File: src/rtl/booth_mul_pkg.sv
package booth_mul_pkg;

  // Action chosen for one Booth iteration
  typedef enum logic [1:0] {
    OP_SKIP = 2'd0,
    OP_ADD  = 2'd1,
    OP_SUB  = 2'd2
  } booth_op_e;

endpackage

File: src/rtl/booth_rst_sync.sv
module booth_rst_sync (
  input  logic clk,
  input  logic rst_n,
  output logic rst_sync_n
);

  logic [1:0] sync_q;

  // Assert asynchronously, release after two clock edges
  always_ff @(posedge clk or negedge rst_n) begin
    if (!rst_n) sync_q <= 2'b00;
    else        sync_q <= {sync_q[0], 1'b1};
  end

  assign rst_sync_n = sync_q[1];

endmodule

File: src/rtl/booth_recode.sv
module booth_recode
  import booth_mul_pkg::*;
(
  input  logic      cur_i,
  input  logic      prev_i,
  output booth_op_e op_o
);

  // pair (current, previous) selects the action
  always_comb begin
    unique case ({cur_i, prev_i})
      2'b10:   op_o = OP_SUB;
      2'b01:   op_o = OP_ADD;
      default: op_o = OP_SKIP;
    endcase
  end

endmodule

File: src/rtl/booth_addsub.sv
module booth_addsub
  import booth_mul_pkg::*;
#(
  parameter int WIDTH = 32
) (
  input  logic [WIDTH-1:0] hi_i,
  input  logic [WIDTH-1:0] mcand_i,
  input  booth_op_e        op_i,
  output logic [WIDTH:0]   sum_o
);

  localparam int EXT_W = WIDTH + 1;

  logic [EXT_W-1:0] hi_ext;
  logic [EXT_W-1:0] mc_ext;

  // One guard bit keeps the true sign of the partial sum
  assign hi_ext = {hi_i[WIDTH-1], hi_i};
  assign mc_ext = {mcand_i[WIDTH-1], mcand_i};

  always_comb begin
    unique case (op_i)
      OP_ADD:  sum_o = hi_ext + mc_ext;
      OP_SUB:  sum_o = hi_ext - mc_ext;
      default: sum_o = hi_ext;
    endcase
  end

endmodule

File: src/rtl/booth_ctrl.sv
module booth_ctrl #(
  parameter int WIDTH = 32
) (
  input  logic clk,
  input  logic rst_n,
  input  logic start_i,
  output logic busy_o,
  output logic done_o,
  output logic load_o,
  output logic step_o
);

  localparam int CNT_W = (WIDTH > 2) ? $clog2(WIDTH) : 1;
  localparam logic [CNT_W-1:0] LAST = CNT_W'(WIDTH - 1);

  logic             busy_q, busy_d;
  logic             done_q, done_d;
  logic [CNT_W-1:0] cnt_q, cnt_d;

  // Next-state logic
  always_comb begin
    busy_d = busy_q;
    done_d = 1'b0;
    cnt_d  = cnt_q;
    if (!busy_q && start_i) begin
      busy_d = 1'b1;
      cnt_d  = '0;
    end else if (busy_q) begin
      cnt_d = cnt_q + 1'b1;
      if (cnt_q == LAST) begin
        busy_d = 1'b0;
        done_d = 1'b1;
        cnt_d  = '0;
      end
    end
  end

  // State registers
  always_ff @(posedge clk or negedge rst_n) begin
    if (!rst_n) begin
      busy_q <= 1'b0;
      done_q <= 1'b0;
      cnt_q  <= '0;
    end else begin
      busy_q <= busy_d;
      done_q <= done_d;
      cnt_q  <= cnt_d;
    end
  end

  assign busy_o = busy_q;
  assign done_o = done_q;
  assign load_o = !busy_q && start_i;
  assign step_o = busy_q;

  // Checker counter: busy cycles since the last accepted start
  logic [31:0] chk_busy_len;
  always_ff @(posedge clk or negedge rst_n) begin
    if (!rst_n)      chk_busy_len <= '0;
    else if (load_o) chk_busy_len <= '0;
    else if (busy_q) chk_busy_len <= chk_busy_len + 1;
  end

  p_done_pulse_r3: assert property (@(posedge clk) disable iff (!rst_n)
    done_q |=> !done_q);

  p_done_excl_r3: assert property (@(posedge clk) disable iff (!rst_n)
    !(done_q && busy_q));

  p_accept_r2: assert property (@(posedge clk) disable iff (!rst_n)
    (start_i && !busy_q) |=> busy_q);

  p_busy_len_r9: assert property (@(posedge clk) disable iff (!rst_n)
    $fell(busy_q) |-> (done_q && chk_busy_len == 32'(WIDTH)));

  p_busy_start_ignored_r7: assert property (@(posedge clk) disable iff (!rst_n)
    (busy_q && start_i && cnt_q != LAST) |=> busy_q);

endmodule

File: src/rtl/booth_mul_seq.sv
module booth_mul_seq
  import booth_mul_pkg::*;
#(
  parameter int WIDTH = 32
) (
  input  logic             clk,
  input  logic             rst_n,
  input  logic             start_i,
  input  logic [WIDTH-1:0] mcand_i,
  input  logic [WIDTH-1:0] mplier_i,
  output logic             busy_o,
  output logic             done_o,
  output logic [WIDTH-1:0] prod_hi_o,
  output logic [WIDTH-1:0] prod_lo_o
);

  logic rst_sync_n;
  logic load, step;

  logic [WIDTH-1:0] mcand_q, mcand_d;
  logic [WIDTH-1:0] hi_q, hi_d;
  logic [WIDTH-1:0] lo_q, lo_d;
  logic             prev_q, prev_d;

  booth_op_e        op;
  logic [WIDTH:0]   sum;

  booth_rst_sync u_rst_sync (
    .clk        (clk),
    .rst_n      (rst_n),
    .rst_sync_n (rst_sync_n)
  );

  booth_ctrl #(.WIDTH(WIDTH)) u_ctrl (
    .clk     (clk),
    .rst_n   (rst_sync_n),
    .start_i (start_i),
    .busy_o  (busy_o),
    .done_o  (done_o),
    .load_o  (load),
    .step_o  (step)
  );

  booth_recode u_recode (
    .cur_i  (lo_q[0]),
    .prev_i (prev_q),
    .op_o   (op)
  );

  booth_addsub #(.WIDTH(WIDTH)) u_addsub (
    .hi_i    (hi_q),
    .mcand_i (mcand_q),
    .op_i    (op),
    .sum_o   (sum)
  );

  // Next-state of the product / multiplier register
  always_comb begin
    mcand_d = mcand_q;
    hi_d    = hi_q;
    lo_d    = lo_q;
    prev_d  = prev_q;
    if (load) begin
      mcand_d = mcand_i;
      hi_d    = '0;
      lo_d    = mplier_i;
      prev_d  = 1'b0;
    end else if (step) begin
      // Arithmetic right shift of {sum, lo, prev}
      hi_d   = sum[WIDTH:1];
      lo_d   = {sum[0], lo_q[WIDTH-1:1]};
      prev_d = lo_q[0];
    end
  end

  always_ff @(posedge clk or negedge rst_sync_n) begin
    if (!rst_sync_n) begin
      mcand_q <= '0;
      hi_q    <= '0;
      lo_q    <= '0;
      prev_q  <= 1'b0;
    end else if (load || step) begin
      mcand_q <= mcand_d;
      hi_q    <= hi_d;
      lo_q    <= lo_d;
      prev_q  <= prev_d;
    end
  end

  assign prod_hi_o = hi_q;
  assign prod_lo_o = lo_q;

  p_mcand_held_r7: assert property (@(posedge clk) disable iff (!rst_sync_n)
    busy_o |=> $stable(mcand_q));

  p_hold_idle_r8: assert property (@(posedge clk) disable iff (!rst_sync_n)
    (!busy_o && !start_i) |=> ($stable(hi_q) && $stable(lo_q)));

  p_load_r5: assert property (@(posedge clk) disable iff (!rst_sync_n)
    (start_i && !busy_o) |=> (hi_q == '0 && !prev_q));

  p_skip_shift_r5: assert property (@(posedge clk) disable iff (!rst_sync_n)
    (busy_o && (lo_q[0] == prev_q)) |=> (hi_q[WIDTH-1] == $past(hi_q[WIDTH-1])));

endmodule

File: config.mk
export PLATFORM = sky130hd
export DESIGN_NAME = booth_mul_seq
export DESIGN_NICKNAME = d
export VERILOG_FILES = /design/src/rtl/booth_mul_pkg.sv /design/src/rtl/booth_rst_sync.sv /design/src/rtl/booth_recode.sv /design/src/rtl/booth_addsub.sv /design/src/rtl/booth_ctrl.sv /design/src/rtl/booth_mul_seq.sv
export SDC_FILE = /design/constraint.sdc
export NUM_CORES = 1
export LEC_CHECK = 0
export BUFFER_PORTS_ARGS = -buffer_cell sky130_fd_sc_hd__buf_2
export CAP_MARGIN = 15
export CORE_MARGIN = 2
export CORE_UTILIZATION = 29
export CTS_BUF_LIST = sky130_fd_sc_hd__clkbuf_16
export DETAILED_ROUTE_END_ITERATION = 10
export PLACE_DENSITY = 0.52
export REMOVE_ABC_BUFFERS = 1
export SYNTH_ARGS = -nofsm -noshare
export SYNTH_HDL_FRONTEND = slang
export SYNTH_SLANG_ARGS = --single-unit
export TNS_END_PERCENT = 30
File: constraint.sdc
create_clock -name clk -period 4.8 [get_ports clk]
set_input_delay 0.72 -clock clk [delete_from_list [all_inputs] [get_ports clk]]
set_output_delay 0.72 -clock clk [all_outputs]
set_load 0.01 [all_outputs]
# Word level (Yosys, flattened, before mapping)
# Index checks and enable logic that the tools add are counted.
dict set report word_totals {
  out_inout_bits 66
  reg_bits 106
  elab_cells 42
  input_bits 67
}
dict set report classes {
  mux 17
  add_sub_neg 3
  n_reduce_logical 8
  eq_ne 5
}
# op n
set op_table {}
lappend op_table {{2-to-1 mux 32 bit} 4}
lappend op_table {{one-hot mux 33 bit (2 select lines)} 1}
lappend op_table {{adder 32 x 32 -> 33 bit} 1}
lappend op_table {{subtractor 32 x 32 -> 33 bit} 1}
lappend op_table {{2-to-1 mux 5 bit} 3}
lappend op_table {{2-to-1 mux 1 bit} 8}
lappend op_table {{adder 5 x 1 -> 5 bit, second input constant} 1}
lappend op_table {{== test 5 bit, second input constant} 1}
lappend op_table {{== test 2 x 1 -> 1 bit, second input constant} 2}
lappend op_table {{== test 2 bit, second input constant} 2}
lappend op_table {{one-hot mux 2 bit (2 select lines)} 1}
lappend op_table {{AND reduction 2 bit} 2}
lappend op_table {{AND reduction 3 bit} 1}
lappend op_table {{nonzero test 3 bit} 1}
lappend op_table {{nonzero test 2 bit} 1}
lappend op_table {{logical AND 1 bit} 1}
lappend op_table {{logical NOT 1 bit} 1}
lappend op_table {{logical OR 1 bit} 1}

# Depth between registers and ports, before layout
# Gate-level depths: netlist of run 1.
dict set report logic_depth {
  depth_word 6
  depth_mapped 17
  depth_no_buf 17
}

# By module
# Synthesis of run 1 repeated with hierarchy kept, for this count alone.
dict set report hier_totals {
  cells_unflattened 765
  hier_area_um2 7262.0
}
# mod area_per_inst_um2 seq_area_each_um2 instances cells_per_inst
set modules_own_cells {}
lappend modules_own_cells {booth_mul_seq 4062.6 2427.3 1 312}
lappend modules_own_cells {booth_addsub 2798.9 0.0 1 420}
lappend modules_own_cells {booth_ctrl 331.6 175.2 1 28}
lappend modules_own_cells {booth_rst_sync 53.8 50.0 1 3}
lappend modules_own_cells {booth_recode 15.0 0.0 1 2}

# Worst setup path before layout of run 1
# No wires, ideal clock.
dict set report synth_path {
  path_kind {reg2reg}
  from {register mcand_q[16]}
  to {register hi_q[31] (netlist: prod_hi_o[31])}
  n_path_buf 0
  setup_slack_ns 0.853
  path_stages_with_launch 17
  arrival_time_ns 3.814
  synth_period_minus_slack_ns 3.947
  t_required_ns 4.667
  setup_ns 0.133
  path_cell_list {dfrtp_1 -> or4_1 -> or3_4 -> nor3_1 -> nand2_1 -> nor2_1 -> nor2_1 -> xnor2_1 -> ha_1 -> nand3_1 -> or3_1 -> or2_0 -> o22ai_1 -> o211ai_1 -> a21oi_1 -> and3_2 -> o31ai_2}
}
dict set report synth_between {
  elab_chain_len 4
  word_cells_on_any_way 5
  classes_between {2 x add/sub; 3 x mux}
}
# item line_no
set synth_lines {}
lappend synth_lines {{from (decl)} booth_mul_seq.sv:20} ;# logic [WIDTH-1:0] mcand_q, mcand_d;
lappend synth_lines {{from (signal assigned)} booth_mul_seq.sv:83} ;# mcand_q <= mcand_d;
lappend synth_lines {{subtractor 32 x 32 -> 33 bit or adder 32 x 32 -> 33 bit (tied branches)} {booth_addsub.sv:24, booth_addsub.sv:23}}
lappend synth_lines {{one-hot mux 33 bit (2 select lines) (*)} booth_addsub.sv:22} ;# unique case (op_i)
lappend synth_lines {{2-to-1 mux 32 bit (*)} booth_mul_seq.sv:68} ;# end else if (step) begin
lappend synth_lines {{2-to-1 mux 32 bit (*)} booth_mul_seq.sv:63} ;# if (load) begin
lappend synth_lines {{to (signal assigned)} booth_mul_seq.sv:84} ;# hi_q <= hi_d;
lappend synth_lines {{to (decl)} booth_mul_seq.sv:21} ;# logic [WIDTH-1:0] hi_q, hi_d;
# Every way passes the cells marked *; elsewhere a longest branch is shown, timed or not. The select of a mux whose other input is x is not followed.
# A chain may end at the register's enable or synchronous reset.

# Worst setup path in the final report of run 1
dict set report layout_path {
  from {register mcand_q[3]}
  to {register hi_q[28] (netlist: prod_hi_o[28])}
}
# Same word-level chain as after synthesis.

==> run metrics, run 1 <==
Commonest cells post-synth 106 x dfrtp_1, 89 x nand2_1, 76 x o21ai_0; worst hold path class input port to async pin; Total GRT Usage 0.1543; Final setup viols 0; Port Buffers 132; flip-flop and latch count after synthesis 106; CTS tree done; layout cell share with drive strength beyond 1 0.2255; max-slew violation count 0; Routed Antenna Nets 0; H-tree depth 3; Nets 969; CTS root buf clkbuf_16; Routed WL 18.84 mm; Max Root-Sink Buffers 2; Area growth syn-to-layout 19.59%; via/cell ratio 4.912; clock skew 0.008771 ns; post_cts resized 0; Pre-antenna DRT Iters 5; global-route wire length before repair 30.06 mm; Slew HR 0.3283; Place WS 0.3908 ns; DP HPWL 13.63 mm; clk slew on worst S/H paths 0.08 ns; Setup Fix Bufs, Post-CTS 0; FP Rows 56; initial antenna violation count 3; ranking of synthesized cells by area dfrtp_1 39%, ha_1 6.7%, xnor2_1 5.7%; max cap viols 0; Die X 157.8 microns; post-synthesis sequential area ratio 0.3867; final design utilization 0.3516; Cells after Synth 748; number of synthesized flops with an enable pin 0; outcome finished clean; largest net degree at the start of global routing 75; RSZ-0062 raised after global routing false; 1st-iter DRT viols 344; Synth top area share 0.3867; slack of the critical path 0.3215 ns; Placer Congestion 0.8436; Final min period 4.479 ns; CP endpoint kind flip-flop; hold_buf cts 0; LEAKAGE 3.816 nW; CTS Sinks 106; Sum Neg Setup Slack 0 ns; vias in the first global route 5,577; CP Data Arrival Time 4.73 ns; Crit Path Category flip-flop to flip-flop; die area 0.02490 sq mm; num ports 133; Clock Latency Late Sink 0.36 ns; Max FO, Critical Path 6; Data required, critical path 5.05 ns; total global routing overflow 0; Die Span Y 157.8 microns; top-count cell post-synth dfrtp_1; main flop type after synthesis dfrtp_1; fillcell total 2,417; final worst-path cycle share 0.9330; DRC violations left 0; Tightest Pin Transition 1.005 ns; initial core utilization 0.2940; Max IR drop VDD 0.3037 mV; Final Hold Fails 0; Startpoint Class flip-flop; Async S/R FF share, synth 1.000; pwr dens 938.8 mW/mm^2; CTS Buf Count 9; Distinct cells, synth 65; worst hold margin 0.1267 ns; mean area per synthesized cell 9.170 sq um; post-synthesis cell area 0.006859 sq mm; fmax 223.3 MHz; DR vias 5,840; largest area contributor in the netlist dfrtp_1; Yosys warning count 0; WL/cell 15.85 microns; core area 0.02333 sq mm
[worst max-delay path: stages (launching register included)]
cell	delay, ns
dfrtp_1	0.42
nor3_2	0.27
nand2_1	0.10
or4_1	0.52
nor2_1	0.24
a31oi_1	0.13
xnor2_1	0.18
ha_1	0.39
nand3_1	0.12
or3_1	0.42
nor2_1	0.11
nand4_1	0.16
a2111oi_0	0.72
buf_4	0.24
nor2_1	0.05
xnor2_1	0.13
a21o_1	0.17
[path summary, 6_finish.rpt]
kind	slack (ns)	startpoint	endpoint	cells past startpoint
worst max-delay path	0.32	mcand_q[3]$_DFFE_PN0P_	prod_hi_o[28]$_DFFE_PN0P_	16
worst min-delay path	0.13	rst_n	u_rst_sync.sync_q[1]$_DFF_PN0_	1
worst max register to register	0.32	mcand_q[3]$_DFFE_PN0P_	prod_hi_o[28]$_DFFE_PN0P_	16
worst min register to register	0.35	u_rst_sync.sync_q[0]$_DFF_PN0_	u_rst_sync.sync_q[1]$_DFF_PN0_	0
max in group asynchronous	3.26	u_rst_sync.sync_q[1]$_DFF_PN0_	mcand_q[13]$_DFFE_PN0P_	1
min in group clk	0.35	u_rst_sync.sync_q[0]$_DFF_PN0_	u_rst_sync.sync_q[1]$_DFF_PN0_	0
[cell usage in the layout (no fill, tap or decap), types with 6 or more instances in the layout]
cell,count
dfrtp_1,104
a21oi_1,45
mux2i_1,37
xnor2_1,45
inv_1,20
buf_2,132
nand2_1,89
buf_4,8
nand3_1,8
mux2_2,28
o21ai_0,76
a21o_1,14
xor2_1,10
clkbuf_16,9
ha_1,37
nor3b_1,11
nor2_1,53
nor3_1,14
a22o_1,15
a31oi_1,10
or3_1,6
[logic make-up (layout without fill, tap and decap cells)]
family,count (synthesis),in the layout,share of synthesized area
and+or+nand+nor,218,218,0.1481
AOI/OAI and AO/OA,210,210,0.1914
DFF,106,106,0.3867
muxes,65,65,0.09996
xor gates and xnor gates,56,56,0.07260
buffers and inverters,54,175,0.03028
adders and majority gates,38,38,0.07041
other,1,2,0.0005467
[state kept, by name (all words and copies together) (netlist names)]
| signal | count |
|---|---|
| mcand_q | 32 |
| prev_q | 1 |
| prod_hi_o | 32 |
| prod_lo_o | 32 |
| u_ctrl.busy_o | 1 |
| u_ctrl.cnt_q | 5 |
| u_ctrl.done_o | 1 |
| u_rst_sync.sync_q | 2 |
[through the flow]
| stage | total power [mW] | cell area, sq um | std cells |
|---|---|---|---|
| 3_5_place_dp | 6.835 | 7860 | 1172 |
| 3_3_place_gp | 6.824 | 7860 | 1172 |
| 6_report | 7.701 | 8203 | 1189 |
| 4_1_cts | 7.750 | 8200 | 1188 |
| 2_1_floorplan | 5.550 | 6723 | 713 |
| 5_1_grt | 8.486 | 8200 | 1188 |
[cell type report]
type / instances / area, sq um / area share
Multi-Input combinational cell: 588 / 4009 / 0.4887
Sequential cell: 106 / 2660 / 0.3243
Timing Repair Buffer: 140 / 720.7 / 0.08786
Tap cell: 319 / 399.1 / 0.04866
Clock buffer: 9 / 225.2 / 0.02746
Clock inverter: 7 / 115.1 / 0.01403
Inverter: 19 / 71.32 / 0.008694
Antenna cell: 1 / 2.502 / 0.0003051
[metal layers]
layer,routed length [microns],global-route usage
met1,8716,0.2061
met2,8808,0.2503
met3,1124,0.04079
met4,176,0.03377
met5,18,0
[power breakdown]
part	internal, mW	switching [mW]	leakage (nW)
Clock	0.511	0.363	0.169
Sequential	1.34	0.508	1.30
Combinational	2.26	2.72	2.35
(Power assumes the default switching activity.)
==> inputs of run 2 (changes only) <==
--- a/config.mk
+++ b/config.mk
@@ -7,11 +7,13 @@
 export LEC_CHECK = 0
 export BUFFER_PORTS_ARGS = -buffer_cell sky130_fd_sc_hd__buf_2
 export CAP_MARGIN = 15
-export CORE_MARGIN = 2
-export CORE_UTILIZATION = 29
+export CELL_PAD_IN_SITES_DETAIL_PLACEMENT = 0
+export CELL_PAD_IN_SITES_GLOBAL_PLACEMENT = 1
+export CORE_MARGIN = 1.5
+export CORE_UTILIZATION = 46
 export CTS_BUF_LIST = sky130_fd_sc_hd__clkbuf_16
 export DETAILED_ROUTE_END_ITERATION = 10
-export PLACE_DENSITY = 0.52
+export PLACE_DENSITY = 0.92
 export REMOVE_ABC_BUFFERS = 1
 export SYNTH_ARGS = -nofsm -noshare
 export SYNTH_HDL_FRONTEND = slang
==> run 2 against run 1 <==
Routed wire length fell by 7.6%. Clock-buffer cell count stayed put. Critical path depth rose by 2. First-iteration DRC count is 21% higher. Via count is 1.6% higher. Final area down 2.5%. Clock skew barely moved. Non-clock buffer count up 1. Hold slack got worse by 0.0024 ns. Setup slack better by 0.079 ns. Die area decreased by 37%. Flip-flop and latch count did not move. Largest cell class unchanged. Highest routed layer unchanged.
==> run metrics, run 2 (same netlist as run 1, synthesis figures left out) <==
Max Root-Sink Buffers 2 (unchanged); Routed WL 17.41 mm (was 18.84 mm); vias in the first global route 5,748 (was 5,577); worst hold margin 0.1243 ns (was 0.1267 ns); Die X 125.1 microns (was 157.8 microns); commonest non-fill, non-tap cell in the layout buf_2 (unchanged); worst hold path class input port to async pin (unchanged); DP HPWL 12.82 mm (was 13.63 mm); Tightest Pin Transition 1.009 ns (was 1.005 ns); largest net degree at the start of global routing 80 (was 75); Reg2Reg Depth 18 (was 16); outcome finished clean (unchanged); total global routing overflow 0 (unchanged); Area growth syn-to-layout 16.64% (was 19.59%); 1st-iter DRT viols 415 (was 344); core area 0.01453 sq mm (was 0.02333 sq mm); Routed Antenna Nets 0 (unchanged); Data required, critical path 5.07 ns (was 5.05 ns); CP endpoint kind flip-flop (unchanged); max cap viols 0 (unchanged); Setup Fix Bufs, Post-CTS 0 (unchanged); Crit Path Category flip-flop to flip-flop (unchanged); CTS Sinks 106 (unchanged); DRC violations left 0 (unchanged); reg2reg end prod_hi_o[31]$_DFFE_PN0P_ (was prod_hi_o[28]$_DFFE_PN0P_); CP endpoint prod_hi_o[31]$_DFFE_PN0P_ (was prod_hi_o[28]$_DFFE_PN0P_); CTS tree done (unchanged); Final min period 4.399 ns (was 4.479 ns); layout cell share with drive strength beyond 1 0.2287 (was 0.2255); final worst-path cycle share 0.9165 (was 0.9330); Slew HR 0.3256 (was 0.3283); die area 0.01565 sq mm (was 0.02490 sq mm); Pre-antenna DRT Iters 5 (unchanged); commonest cells after routing, fill and taps aside 132 x buf_2, 104 x dfrtp_1, 89 x nand2_1 (unchanged); fillcell total 1,364 (was 2,417); post-route cell area 0.008000 sq mm (was 0.008203 sq mm); Die Span Y 125.1 microns (was 157.8 microns); Max FO, Critical Path 7 (was 6); H-tree depth 3 (unchanged); clock skew 0.008774 ns (was 0.008771 ns); FP Rows 44 (was 56); DR vias 5,932 (was 5,840); CP Data Arrival Time 4.67 ns (was 4.73 ns); max-slew violation count 0 (unchanged); Final Hold Fails 0 (unchanged); Startpoint Class flip-flop (unchanged); DP Area 0.007699 sq mm (was 0.007860 sq mm); Clock Latency Late Sink 0.36 ns (about the same); worst r2r src mcand_q[3]$_DFFE_PN0P_ (unchanged); initial antenna violation count 1 (was 3); final design utilization 0.5504 (was 0.3516); via/cell ratio 5.628 (was 4.912); CTS Buf Count 9 (unchanged); post_cts resized 0 (unchanged); Worst Setup SP mcand_q[3]$_DFFE_PN0P_ (unchanged); num ports 133 (unchanged); reg2reg setup slack 0.40 ns (was 0.32 ns); CTS root buf clkbuf_16 (unchanged); WL/cell 16.52 microns (was 15.85 microns); global-route wire length before repair 29.35 mm (was 30.06 mm); initial core utilization 0.4719 (was 0.2940); Placer Congestion 0.9640 (was 0.8436); clk slew on worst S/H paths 0.08 ns (about the same); hold_buf cts 0 (unchanged); # diodes 0 (was 1); Final setup viols 0 (unchanged); Nets 970 (was 969); Total GRT Usage 0.2302 (was 0.1543); Port Buffers 132 (unchanged); fmax 227.3 MHz (was 223.3 MHz)
## run 2: final cells by class
type	count	area, sq um	area share
clock buffer	9	225.2	0.02815
clock inverter	7	71.32	0.008915
inverter	19	71.32	0.008915
multi-input combinational	588	4014	0.5017
sequential	106	2660	0.3325
tap	184	230.2	0.02878
timing repair buffer	141	728.2	0.09102
## run 2: stage by stage
step           setup slack (ns)  setup TNS (ns)  instances
2_1_floorplan            0.8261               0        713
3_3_place_gp             0.3593               0       1038
3_5_place_dp             0.4436               0       1038
4_1_cts                  0.3907               0       1054
5_1_grt               -0.004605       -0.004605       1054
6_report                 0.4009               0       1054
## run 2: worst min path at each step
stage / start / endpoint / slack (ns)
6_report: rst_n / u_rst_sync.sync_q[1]$_DFF_PN0_ / 0.12
3_3_place_gp: u_rst_sync.sync_q[0]$_DFF_PN0_ / u_rst_sync.sync_q[1]$_DFF_PN0_ / 0.33
3_5_place_dp: u_rst_sync.sync_q[0]$_DFF_PN0_ / u_rst_sync.sync_q[1]$_DFF_PN0_ / 0.34
4_1_cts: rst_n / u_rst_sync.sync_q[1]$_DFF_PN0_ / 0.12
2_1_floorplan: u_rst_sync.sync_q[0]$_DFF_PN0_ / u_rst_sync.sync_q[1]$_DFF_PN0_ / 0.33
5_1_grt: rst_n / u_rst_sync.sync_q[1]$_DFF_PN0_ / 0.12
## run 2: per-layer routing
metal / wire, microns / part of all wire / global-route usage / vias to the layer above
li1: - / - / - / 2921
met1: 8130 / 0.47 / 0.3134 / 2808
met2: 7714 / 0.44 / 0.3626 / 183
met3: 1243 / 0.071 / 0.05605 / 18
met4: 306 / 0.018 / 0.07420 / 2
met5: 13 / 0.00075 / 0 / -
## run 2: critical path: stages, from the launching register on
cell and delay (ns):
dfrtp_1 0.43, nor3_2 0.30, nand2_1 0.10, or4_1 0.49, nor3_1 0.24, buf_4 0.17
nand2_1 0.05, nor2_1 0.18, nor2_1 0.08, xnor2_1 0.14, ha_1 0.39, nand3_1 0.13
or3_1 0.37, or2_0 0.22, o22ai_1 0.29, o211ai_1 0.20, a21oi_1 0.22, nor4_1 0.08
o31ai_2 0.23
Power of run 2 is not shown: default switching activity piles up to over one toggle a cycle in this logic, so the estimate is an artifact.
==> inputs of run 3 (changes only) <==
--- a/config.mk
+++ b/config.mk
@@ -14,7 +14,6 @@
 export CTS_BUF_LIST = sky130_fd_sc_hd__clkbuf_16
 export DETAILED_ROUTE_END_ITERATION = 10
 export PLACE_DENSITY = 0.92
-export REMOVE_ABC_BUFFERS = 1
 export SYNTH_ARGS = -nofsm -noshare
 export SYNTH_HDL_FRONTEND = slang
 export SYNTH_SLANG_ARGS = --single-unit
==> run 3 against run 2 <==
Register-to-register slack better by 0.12 ns. Final cell count is the same. Clock-buffer cell count is the same. Flip-flop and latch count unchanged. Clock skew is 0.0025 ns lower. Routed wire length fell by 4.8%. Sequential share of layout area rose by 0.094 points. Critical path depth stayed put. Maximum frequency grew 2.7%. Non-clock buffer count did not move. Setup slack improved by 0.12 ns. Die area unchanged. Highest routed layer is now met4.
==> run metrics, run 3 (same netlist as run 1, synthesis figures left out) <==
CTS tree done (unchanged); post-route cell area 0.007970 sq mm (was 0.008000 sq mm); CP endpoint kind flip-flop (unchanged); DR vias 5,879 (was 5,932); Pre-antenna DRT Iters 5 (unchanged); DP HPWL 12.44 mm (was 12.82 mm); die area 0.01565 sq mm (unchanged); CTS root buf clkbuf_16 (unchanged); CTS Buf Count 9 (unchanged); commonest cells after routing, fill and taps aside 132 x buf_2, 104 x dfrtp_1, 89 x nand2_1 (unchanged); # diodes 0 (unchanged); vias in the first global route 5,462 (was 5,748); core area 0.01453 sq mm (unchanged); initial antenna violation count 0 (was 1); max cap viols 0 (unchanged); Startpoint Class flip-flop (unchanged); Placer Congestion 0.9312 (was 0.9640); global-route wire length before repair 27.91 mm (was 29.35 mm); RSZ-0062 raised after global routing false; Sum Neg Setup Slack 0 ns (unchanged); DRC violations left 0 (unchanged); Final Hold Fails 0 (unchanged); Final min period 4.282 ns (was 4.399 ns); CP Data Arrival Time 4.55 ns (was 4.67 ns); Tightest Pin Transition 0.7555 ns (was 1.009 ns); largest net degree at the start of global routing 64 (was 80); fillcell total 1,388 (was 1,364); FP Rows 44 (unchanged); 1st-iter DRT viols 334 (was 415); Die X 125.1 microns (unchanged); num ports 133 (unchanged); worst hold path class input port to async pin (unchanged); Slew HR 0.4963 (was 0.3256); CTS Sinks 106 (unchanged); fmax 233.6 MHz (was 227.3 MHz); Final setup viols 0 (unchanged); clock skew 0.006243 ns (was 0.008774 ns); Die Span Y 125.1 microns (unchanged); initial core utilization 0.4719 (unchanged); commonest non-fill, non-tap cell in the layout buf_2 (unchanged); post_cts resized 0 (unchanged); DP Area 0.007691 sq mm (was 0.007699 sq mm); Clock Latency Late Sink 0.36 ns (about the same); Routed Antenna Nets 0 (unchanged); outcome finished clean (unchanged); final non-filler cell total 1,054 (unchanged); Area growth syn-to-layout 16.20% (was 16.64%); Crit Path Category flip-flop to flip-flop (unchanged); Setup Fix Bufs, Post-CTS 0 (unchanged); Port Buffers 132 (unchanged); clk slew on worst S/H paths 0.07 ns (was 0.08 ns); Routed WL 16.57 mm (was 17.41 mm); layout cell share with drive strength beyond 1 0.2276 (was 0.2287); Total GRT Usage 0.2181 (was 0.2302); final worst-path cycle share 0.8920 (was 0.9165); WL/cell 15.72 microns (was 16.52 microns); via/cell ratio 5.578 (was 5.628); max-slew violation count 0 (unchanged); hold_buf cts 0 (unchanged); H-tree depth 3 (unchanged); placed cell count 1,038 (unchanged); Max Root-Sink Buffers 2 (unchanged); Data required, critical path 5.07 ns (about the same); Max FO, Critical Path 7 (unchanged); Nets 970 (unchanged); post-synth net total 853; total global routing overflow 0 (unchanged)
==> run 3: through the flow <==
step / hold slack (ns) / setup WS (ns) / utilization
after CTS: 0.1232 / 0.5257 / 0.5484
after floorplan: 0.3312 / 0.8534 / -
after global placement: 0.3351 / 0.6294 / 0.5292
after global routing: 0.1179 / 0.1553 / 0.5484
final: 0.1381 / 0.5184 / 0.5484
after detailed placement: 0.3364 / 0.5476 / 0.5292
==> run 3: final cells by class <==
cell class | count | area [sq um] | share of cell area
clock inverters | 7 | 53.80 | 0.006750
inverters | 19 | 71.32 | 0.008948
flip-flops and latches | 106 | 2658 | 0.3334
repair buffers | 141 | 728.2 | 0.09137
multi-input cells | 588 | 4004 | 0.5024
clock buffers | 9 | 225.2 | 0.02826
well taps | 184 | 230.2 | 0.02889
==> run 3: path summary, 6_finish.rpt <==
path / from / to / slack (ns) / cells past startpoint
worst max-delay path: mcand_q[3]$_DFFE_PN0P_ / prod_hi_o[31]$_DFFE_PN0P_ / 0.52 / 18
worst min-delay path: rst_n / u_rst_sync.sync_q[1]$_DFF_PN0_ / 0.14 / 1
worst max register to register: mcand_q[3]$_DFFE_PN0P_ / prod_hi_o[31]$_DFFE_PN0P_ / 0.52 / 18
worst min register to register: u_rst_sync.sync_q[0]$_DFF_PN0_ / u_rst_sync.sync_q[1]$_DFF_PN0_ / 0.35 / 0
max in group asynchronous: u_rst_sync.sync_q[1]$_DFF_PN0_ / prod_lo_o[24]$_DFFE_PN0P_ / 3.29 / 1
min in group clk: u_rst_sync.sync_q[0]$_DFF_PN0_ / u_rst_sync.sync_q[1]$_DFF_PN0_ / 0.35 / 0
==> run 3: routing by layer <==
| metal | wire length, microns | vias up | global-route usage |
|---|---|---|---|
| met3 | 733 | 21 | 0.04193 |
| met1 | 8331 | 2800 | 0.3237 |
| met5 | 0 | - | 0 |
| li1 | - | 2931 | - |
| met2 | 7245 | 127 | 0.3247 |
| met4 | 262 | 0 | 0.06150 |
==> run 3: worst max-delay path: stages (launching register included) <==
cell and delay, ns:
dfrtp_1 0.42, nor3_2 0.27, nand2_1 0.09, or4_1 0.49
nor3_1 0.21, buf_4 0.16, nand2_1 0.04, nor2_1 0.16
nor2_1 0.07, xnor2_1 0.16, ha_1 0.40, nand3_1 0.13
or3_1 0.37, or2_0 0.23, o22ai_1 0.28, o211ai_1 0.18
a21oi_1 0.21, nor4_1 0.08, o31ai_2 0.24
Power of run 3 is left out for the same reason.
